==> config.mk <==
export PLATFORM = sky130hd
export DESIGN_NAME = hexcmd_ctrl
export DESIGN_NICKNAME = d
export VERILOG_FILES = /design/src/rtl/hexcmd_pkg.sv /design/src/rtl/hexcmd_decode.sv /design/src/rtl/hexcmd_reply.sv /design/src/rtl/hexcmd_ctrl.sv
export SDC_FILE = /design/constraint.sdc
export NUM_CORES = 1
export LEC_CHECK = 0
export ABC_CLOCK_PERIOD_IN_PS = 5600
export BUFFER_PORTS_ARGS = -buffer_cell sky130_fd_sc_hd__buf_2
export CORE_ASPECT_RATIO = 0.6
export CORE_UTILIZATION = 45
export CTS_BUF_LIST = sky130_fd_sc_hd__clkbuf_4 sky130_fd_sc_hd__clkbuf_8
export DETAILED_ROUTE_END_ITERATION = 12
export PLACE_DENSITY = 0.67
export RECOVER_POWER = 50
export SETUP_SLACK_MARGIN = 0.5
export SLEW_MARGIN = 30
export SYNTH_ARGS = -nofsm -noshare
export SYNTH_HDL_FRONTEND = slang
export SYNTH_SLANG_ARGS = --single-unit
==> constraint.sdc <==
create_clock -name clk -period 5.6 [get_ports clk]
set_input_delay 0.28 -clock clk [delete_from_list [all_inputs] [get_ports clk]]
set_output_delay 0.28 -clock clk [all_outputs]
set_load 0.05 [all_outputs]
==> src/rtl/hexcmd_pkg.sv <==
package hexcmd_pkg;

  typedef enum logic [1:0] {
    CH_HEX,
    CH_LOAD,
    CH_STORE,
    CH_BAD
  } ch_kind_t;

  typedef enum logic [2:0] {
    ST_IDLE,
    ST_RD_ISSUE,
    ST_RD_CAPT,
    ST_REPLY,
    ST_WR
  } st_t;

  localparam logic [7:0] ASC_LOAD  = 8'h2F;
  localparam logic [7:0] ASC_STORE = 8'h24;
  localparam logic [7:0] ASC_CR    = 8'h0D;
  localparam logic [7:0] ASC_LF    = 8'h0A;

  function automatic logic [7:0] nib_to_ascii(input logic [3:0] n);
    return (n < 4'd10) ? (8'h30 + {4'h0, n}) : (8'h37 + {4'h0, n});
  endfunction

endpackage

==> src/rtl/hexcmd_decode.sv <==
module hexcmd_decode
  import hexcmd_pkg::*;
(
  input  logic [7:0] ch,
  output ch_kind_t   kind,
  output logic [3:0] nib
);

  always_comb begin
    kind = CH_BAD;
    nib  = ch[3:0];
    if (ch >= 8'h30 && ch <= 8'h39) begin
      kind = CH_HEX;
    end else if ((ch >= 8'h41 && ch <= 8'h46) || (ch >= 8'h61 && ch <= 8'h66)) begin
      kind = CH_HEX;
      nib  = ch[3:0] + 4'd9;
    end else if (ch == ASC_LOAD) begin
      kind = CH_LOAD;
    end else if (ch == ASC_STORE) begin
      kind = CH_STORE;
    end
  end

endmodule

==> src/rtl/hexcmd_reply.sv <==
module hexcmd_reply
  import hexcmd_pkg::*;
#(
  parameter int WORD_W = 8
) (
  input  logic              clk,
  input  logic              rst,
  input  logic              start,
  input  logic [WORD_W-1:0] word,
  input  logic              tx_ready,
  output logic              tx_valid,
  output logic [7:0]        tx_data
);

  localparam int NDIG  = (WORD_W + 3) / 4;
  localparam int HW    = NDIG * 4;
  localparam int NCHAR = NDIG + 2;
  localparam int IW    = $clog2(NCHAR);
  localparam logic [IW-1:0] CR_IDX = IW'(NDIG);
  localparam logic [IW-1:0] LAST   = IW'(NCHAR - 1);

  logic [HW-1:0] held;
  logic [HW-1:0] wpad;
  logic [HW-1:0] held_sh;
  logic [IW-1:0] idx;
  logic [IW-1:0] idx_nx;

  assign wpad    = HW'(word);
  assign held_sh = held << 4;
  assign idx_nx  = idx + 1'b1;

  always_ff @(posedge clk) begin
    if (rst) begin
      held     <= '0;
      idx      <= '0;
      tx_valid <= 1'b0;
      tx_data  <= '0;
    end else if (start) begin
      held     <= wpad;
      idx      <= '0;
      tx_valid <= 1'b1;
      tx_data  <= nib_to_ascii(wpad[HW-1 -: 4]);
    end else if (tx_valid && tx_ready) begin
      if (idx == LAST) begin
        tx_valid <= 1'b0;
      end else begin
        idx  <= idx_nx;
        held <= held_sh;
        if (idx_nx < CR_IDX)       tx_data <= nib_to_ascii(held_sh[HW-1 -: 4]);
        else if (idx_nx == CR_IDX) tx_data <= ASC_CR;
        else                       tx_data <= ASC_LF;
      end
    end
  end

  assert_tx_hold_R5: assert property (@(posedge clk) disable iff (rst)
    (tx_valid && !tx_ready) |=> (tx_valid && $stable(tx_data)));

  assert_reply_ends_lf_R4: assert property (@(posedge clk) disable iff (rst)
    $fell(tx_valid) |-> ($past(tx_data) == ASC_LF));

endmodule

==> src/rtl/hexcmd_ctrl.sv <==
module hexcmd_ctrl
  import hexcmd_pkg::*;
#(
  parameter int ADDR_W   = 16,
  parameter int DATA_W   = 16,
  parameter int MEM_W    = 8,
  parameter bit AUTO_INC = 1'b1
) (
  input  logic              clk,
  input  logic              rst,
  input  logic              rx_valid,
  input  logic [7:0]        rx_data,
  input  logic              tx_ready,
  output logic              tx_valid,
  output logic [7:0]        tx_data,
  output logic [ADDR_W-1:0] mem_addr,
  output logic [MEM_W-1:0]  mem_wdata,
  output logic              mem_we,
  output logic              mem_re,
  input  logic [MEM_W-1:0]  mem_rdata,
  output logic              cmd_err
);

  localparam int INC_STEP = AUTO_INC ? 1 : 0;

  st_t               state;
  logic [ADDR_W-1:0] addr_q;
  logic [DATA_W-1:0] data_q;
  logic [ADDR_W-1:0] addr_after_wr;
  ch_kind_t          kind;
  logic [3:0]        nib;
  logic              reply_start;

  hexcmd_decode u_dec (
    .ch   (rx_data),
    .kind (kind),
    .nib  (nib)
  );

  generate
    if (AUTO_INC) begin : g_inc
      assign addr_after_wr = addr_q + 1'b1;
    end else begin : g_hold
      assign addr_after_wr = addr_q;
    end
  endgenerate

  assign reply_start = (state == ST_RD_CAPT);
  assign mem_addr    = addr_q;

  always_ff @(posedge clk) begin
    if (rst) begin
      state     <= ST_IDLE;
      addr_q    <= '0;
      data_q    <= '0;
      cmd_err   <= 1'b0;
      mem_re    <= 1'b0;
      mem_we    <= 1'b0;
      mem_wdata <= '0;
    end else begin
      mem_re <= 1'b0;
      mem_we <= 1'b0;
      unique case (state)
        ST_IDLE: begin
          if (rx_valid) begin
            unique case (kind)
              CH_HEX: begin
                data_q  <= {data_q[DATA_W-5:0], nib};
                cmd_err <= 1'b0;
              end
              CH_LOAD: begin
                addr_q  <= ADDR_W'(data_q);
                mem_re  <= 1'b1;
                cmd_err <= 1'b0;
                state   <= ST_RD_ISSUE;
              end
              CH_STORE: begin
                mem_we    <= 1'b1;
                mem_wdata <= data_q[MEM_W-1:0];
                cmd_err   <= 1'b0;
                state     <= ST_WR;
              end
              default: cmd_err <= 1'b1;
            endcase
          end
        end
        ST_RD_ISSUE: state <= ST_RD_CAPT;
        ST_RD_CAPT: begin
          data_q <= DATA_W'(mem_rdata);
          state  <= ST_REPLY;
        end
        ST_REPLY: begin
          if (!tx_valid) state <= ST_IDLE;
        end
        ST_WR: begin
          addr_q <= addr_after_wr;
          state  <= ST_IDLE;
        end
        default: state <= ST_IDLE;
      endcase
    end
  end

  hexcmd_reply #(.WORD_W(MEM_W)) u_reply (
    .clk      (clk),
    .rst      (rst),
    .start    (reply_start),
    .word     (mem_rdata),
    .tx_ready (tx_ready),
    .tx_valid (tx_valid),
    .tx_data  (tx_data)
  );

  assert_load_reads_R2: assert property (@(posedge clk) disable iff (rst)
    (state == ST_IDLE && rx_valid && rx_data == ASC_LOAD)
      |=> (mem_re && mem_addr == ADDR_W'($past(data_q))));

  assert_re_single_R2: assert property (@(posedge clk) disable iff (rst)
    mem_re |=> (!mem_re && !mem_we));

  assert_capture_R3: assert property (@(posedge clk) disable iff (rst)
    $past(mem_re, 2) |-> (data_q == DATA_W'($past(mem_rdata))));

  assert_store_writes_R6: assert property (@(posedge clk) disable iff (rst)
    (state == ST_IDLE && rx_valid && rx_data == ASC_STORE)
      |=> (mem_we && mem_wdata == $past(data_q[MEM_W-1:0])));

  assert_addr_step_R7: assert property (@(posedge clk) disable iff (rst)
    mem_we |=> (mem_addr == $past(mem_addr) + ADDR_W'(INC_STEP)));

  assert_bad_char_R8: assert property (@(posedge clk) disable iff (rst)
    (state == ST_IDLE && rx_valid && kind == CH_BAD)
      |=> (cmd_err && !mem_we && !mem_re && $stable(addr_q) && $stable(data_q)));

  assert_busy_drop_R10: assert property (@(posedge clk) disable iff (rst)
    (state != ST_IDLE) |=> $stable(cmd_err));

endmodule

==> results.ini <==
[clock_tree]
clock_path_buffers=2
cts_root_buffer=clkbuf_8
clkSinkCount=60
cts_resized=0
cts_setup_buffers=0
cts_made_buffers=9
cts-htree-levels=3
clkSlewWorstSetupHoldPaths_ns=0.07
post_cts_hold_buffer_count=0
clk-insertion-delay-late_ns=0.34
cts_tree=done

[finish]
non_filler_cells_final=489
final_layout_size_suffix_gt1_share_pct=9.88
syn2layout_area_growth_pct=14.7
final_net_count=427
postLayoutCoreUtil_pct=55.3
antennaDiodeCount=0
num-fill-cells=612

[yosys]
synthDistinctLibCells=58
yosys.cell_count.top_type=dfxtp_1
mappedNetlistNets=383
synth_area_leaders=dfxtp_1 (39%), mux2i_1 (7.2%), nor2_1 (6.7%), a21oi_1 (5.3%), a211oi_1 (3.0%)
synth_top_cell_by_area=dfxtp_1
post_synth_inst_count=356
syn_area_cell_um2=8.54
ys_dominant_reg_cell=dfxtp_1
ranking_of_synthesized_cells_by_instance_count=dfxtp_1 (60), nor2_1 (54), a21oi_1 (32)
post_synth_instance_area_um2=3040
post-synth-top-area-fraction_pct=39.5
ff_latch_count_synth=60
count_of_flip_flops_with_a_built_in_enable_after_synthesis=0
synthArstFlopShare_pct=0
seq_area_frac_synth_pct=39.5
yosys_warnings=0

[route]
dr_total_vias=2820
viasPerCell=5.77
postRouteWirelength_um=7880
avgRoutedWirePerCell_um=16.1
drt_first_pass_iters=4
ant_nets=0
post-route-drc-count=0
drt-initial-drc-count=240

[timing]
hold_ws_ns=0.216
timing.final.hold_violations=0
period_minus_ws_final_ns=2.61
post-route-worst-setup-slack_ns=2.99
fin_setup_tns_ns=0
setup_viol=0
worst-slew-pin-transition_ns=1.02
grt_setup_unrepaired=no
slew_viol_final=0
maxSlewHeadroom_pct=30.9
clock.fmax_ghz=0.383
final_cycle_utilization_of_the_critical_path_pct=46.6
skew_ns=0.00447

[worst_setup_path]
slowest_stage_cell_on_the_critical_path=nor4b_1
criticalPathCategory=reg -> reg
worst_r2r_endpoint=mem_wdata[2]
cp_data_arrival_time_ns=2.82
crit_path_cell_trace=nor4b_1 > nand3_1 > mux2i_1 > nor2_1
cp-endpoint=mem_wdata[2]
worst-r2r-cell-count=4
critical_path_required_ns=5.81
cp_slowest_stage_delay_ns=0.91
critical_path.reg2reg.startpoint=state[2]
setup.worst_path.end_class=flip-flop
reg2reg_setup_slack_ns=2.99
start_kind=flip-flop
critical_path.max_fanout=10
worst_setup_path_startpoint=state[2]

[power]
seqPwrFrac_pct=47.2
p_sw_uw=203
swShare_pct=22.2
power.internal_uw=711
peakVddDrop_mv=0.131
clock_power_share_pct=47.4
power.density_nw_per_um2=262
p_leak_uw=0.00144
comb_power_share_pct=5.5

[run_status]
outcome=finished, final reports clean

[placement]
place.gp.congestion=0.869
io_buffers=54
post-place-ws_ns=3.17
number_of_instances_in_the_placed_design=473
hpwlAfterDp_um=5690

[global_routing]
grt_pass1_wl_um=13000
pin_count_of_the_biggest_net_entering_global_routing=52
globalRouteTotalUtil_pct=24.5
number_of_antenna_violations_at_the_first_check_in_global_routing=0
grt_pass1_vias=2490
grt.overflow.total=0

[floorplan]
core-area_um2=6300
die_h_um=65.7
rows=22
num_io_pins=56
floorplan.die.width_um=108
full_die_area_um2=7100
initial_utilization_pct=48.3

[job]
max_cap_viol_count=0

[worst_hold_path]
hp-class=in -> reg

[worst min path at each step]
stage	start	to	slack [ns]	depth (start not counted)
floorplan	mem_rdata[0]	data_q[0]	0.43	2
global placement	u_reply.idx[1]	u_reply.idx[1]	0.45	2
detailed placement	u_reply.idx[1]	u_reply.idx[1]	0.45	2
CTS	mem_rdata[1]	data_q[1]	0.20	2
global route	mem_rdata[1]	data_q[1]	0.21	2
finish	mem_rdata[1]	data_q[1]	0.22	2
[sequential cells by signal, summed over array words and instances (netlist names)]
signal            flops
cmd_err               1
data_q               16
mem_addr             16
mem_re                1
mem_wdata             8
mem_we                1
state                 3
u_reply.held          4
u_reply.idx           2
u_reply.tx_data       7
u_reply.tx_valid      1
[cells by family (layout without fill, tap and decap cells)]
logic type / count (synthesis) / count (layout) / synth area share [%]
AND/OR/NAND/NOR: 131 / 131 / 23.0
AO/OA/AOI/OAI: 95 / 95 / 20.7
flip-flops: 60 / 60 / 39.5
buffers and inverters: 33 / 82 / 4.61
multiplexers: 22 / 22 / 7.24
adder cells (fa/ha/maj): 7 / 7 / 2.88
XOR/XNOR: 7 / 7 / 2.02
other: 1 / 1 / 0.123
[layer usage]
| metal | global-route usage, % | up-vias | part of all wire [%] |
|---|---|---|---|
| met4 | 5.65 | 0 | 0.51 |
| met3 | 7.84 | 4 | 7.7 |
| met1 | 37.3 | 1330 | 53 |
| met2 | 32.2 | 99 | 38 |
| met5 | 0 | - | 0 |
| li1 | - | 1387 | - |
[power by group through the flow]
stage / Combinational, uW / Sequential (uW) / Clock (uW)
finish: 49.9 / 431 / 433
detailed placement: 50.2 / 441 / 0
floorplan: 29.5 / 443 / 0
global route: 55.1 / 431 / 469
CTS: 50.4 / 431 / 444
global placement: 49.5 / 441 / 0
[stage by stage]
step                      total power [uW]  area (um^2)
after floorplan                        473         3040
after global placement                 490         3330
after detailed placement               491         3330
after CTS                              926         3550
after global routing                   955         3490
final                                  914         3490
[critical path, delay by kind of cell (launching register included)]
kind,cells,cell delay [ns]
flip-flops,1,0.37
AND/OR/NAND/NOR,3,1.76
multiplexers,1,0.34
[cell type report]
class / count / area, um^2 / area share (%)
inverter: 11 / 41.3 / 1.18
multi-input combinational: 263 / 1690 / 48.3
sequential: 60 / 1200 / 34.4
clock inverter: 5 / 75.1 / 2.15
timing repair buffer: 55 / 235 / 6.74
clock buffer: 11 / 145 / 4.16
tap: 84 / 105 / 3.01
[cells in the final DEF, fill, tap and decap left out, types with 4 or more instances in the layout]
master	n
dfxtp_1	60
nor2_1	54
clkbuf_1	36
a21oi_1	32
mux2i_1	22
nand2_1	20
buf_2	17
o21ai_0	13
a211oi_1	12
inv_1	11
clkbuf_8	10
nand3_1	9
xnor2_1	7
a22oi_1	7
ha_1	7
nor3_1	6
and4_1	5
a31oi_1	5
nand2b_1	4
a221oi_1	4
and3_1	4
nand4_1	4
Note: power is estimated with default switching activity, not from simulation.
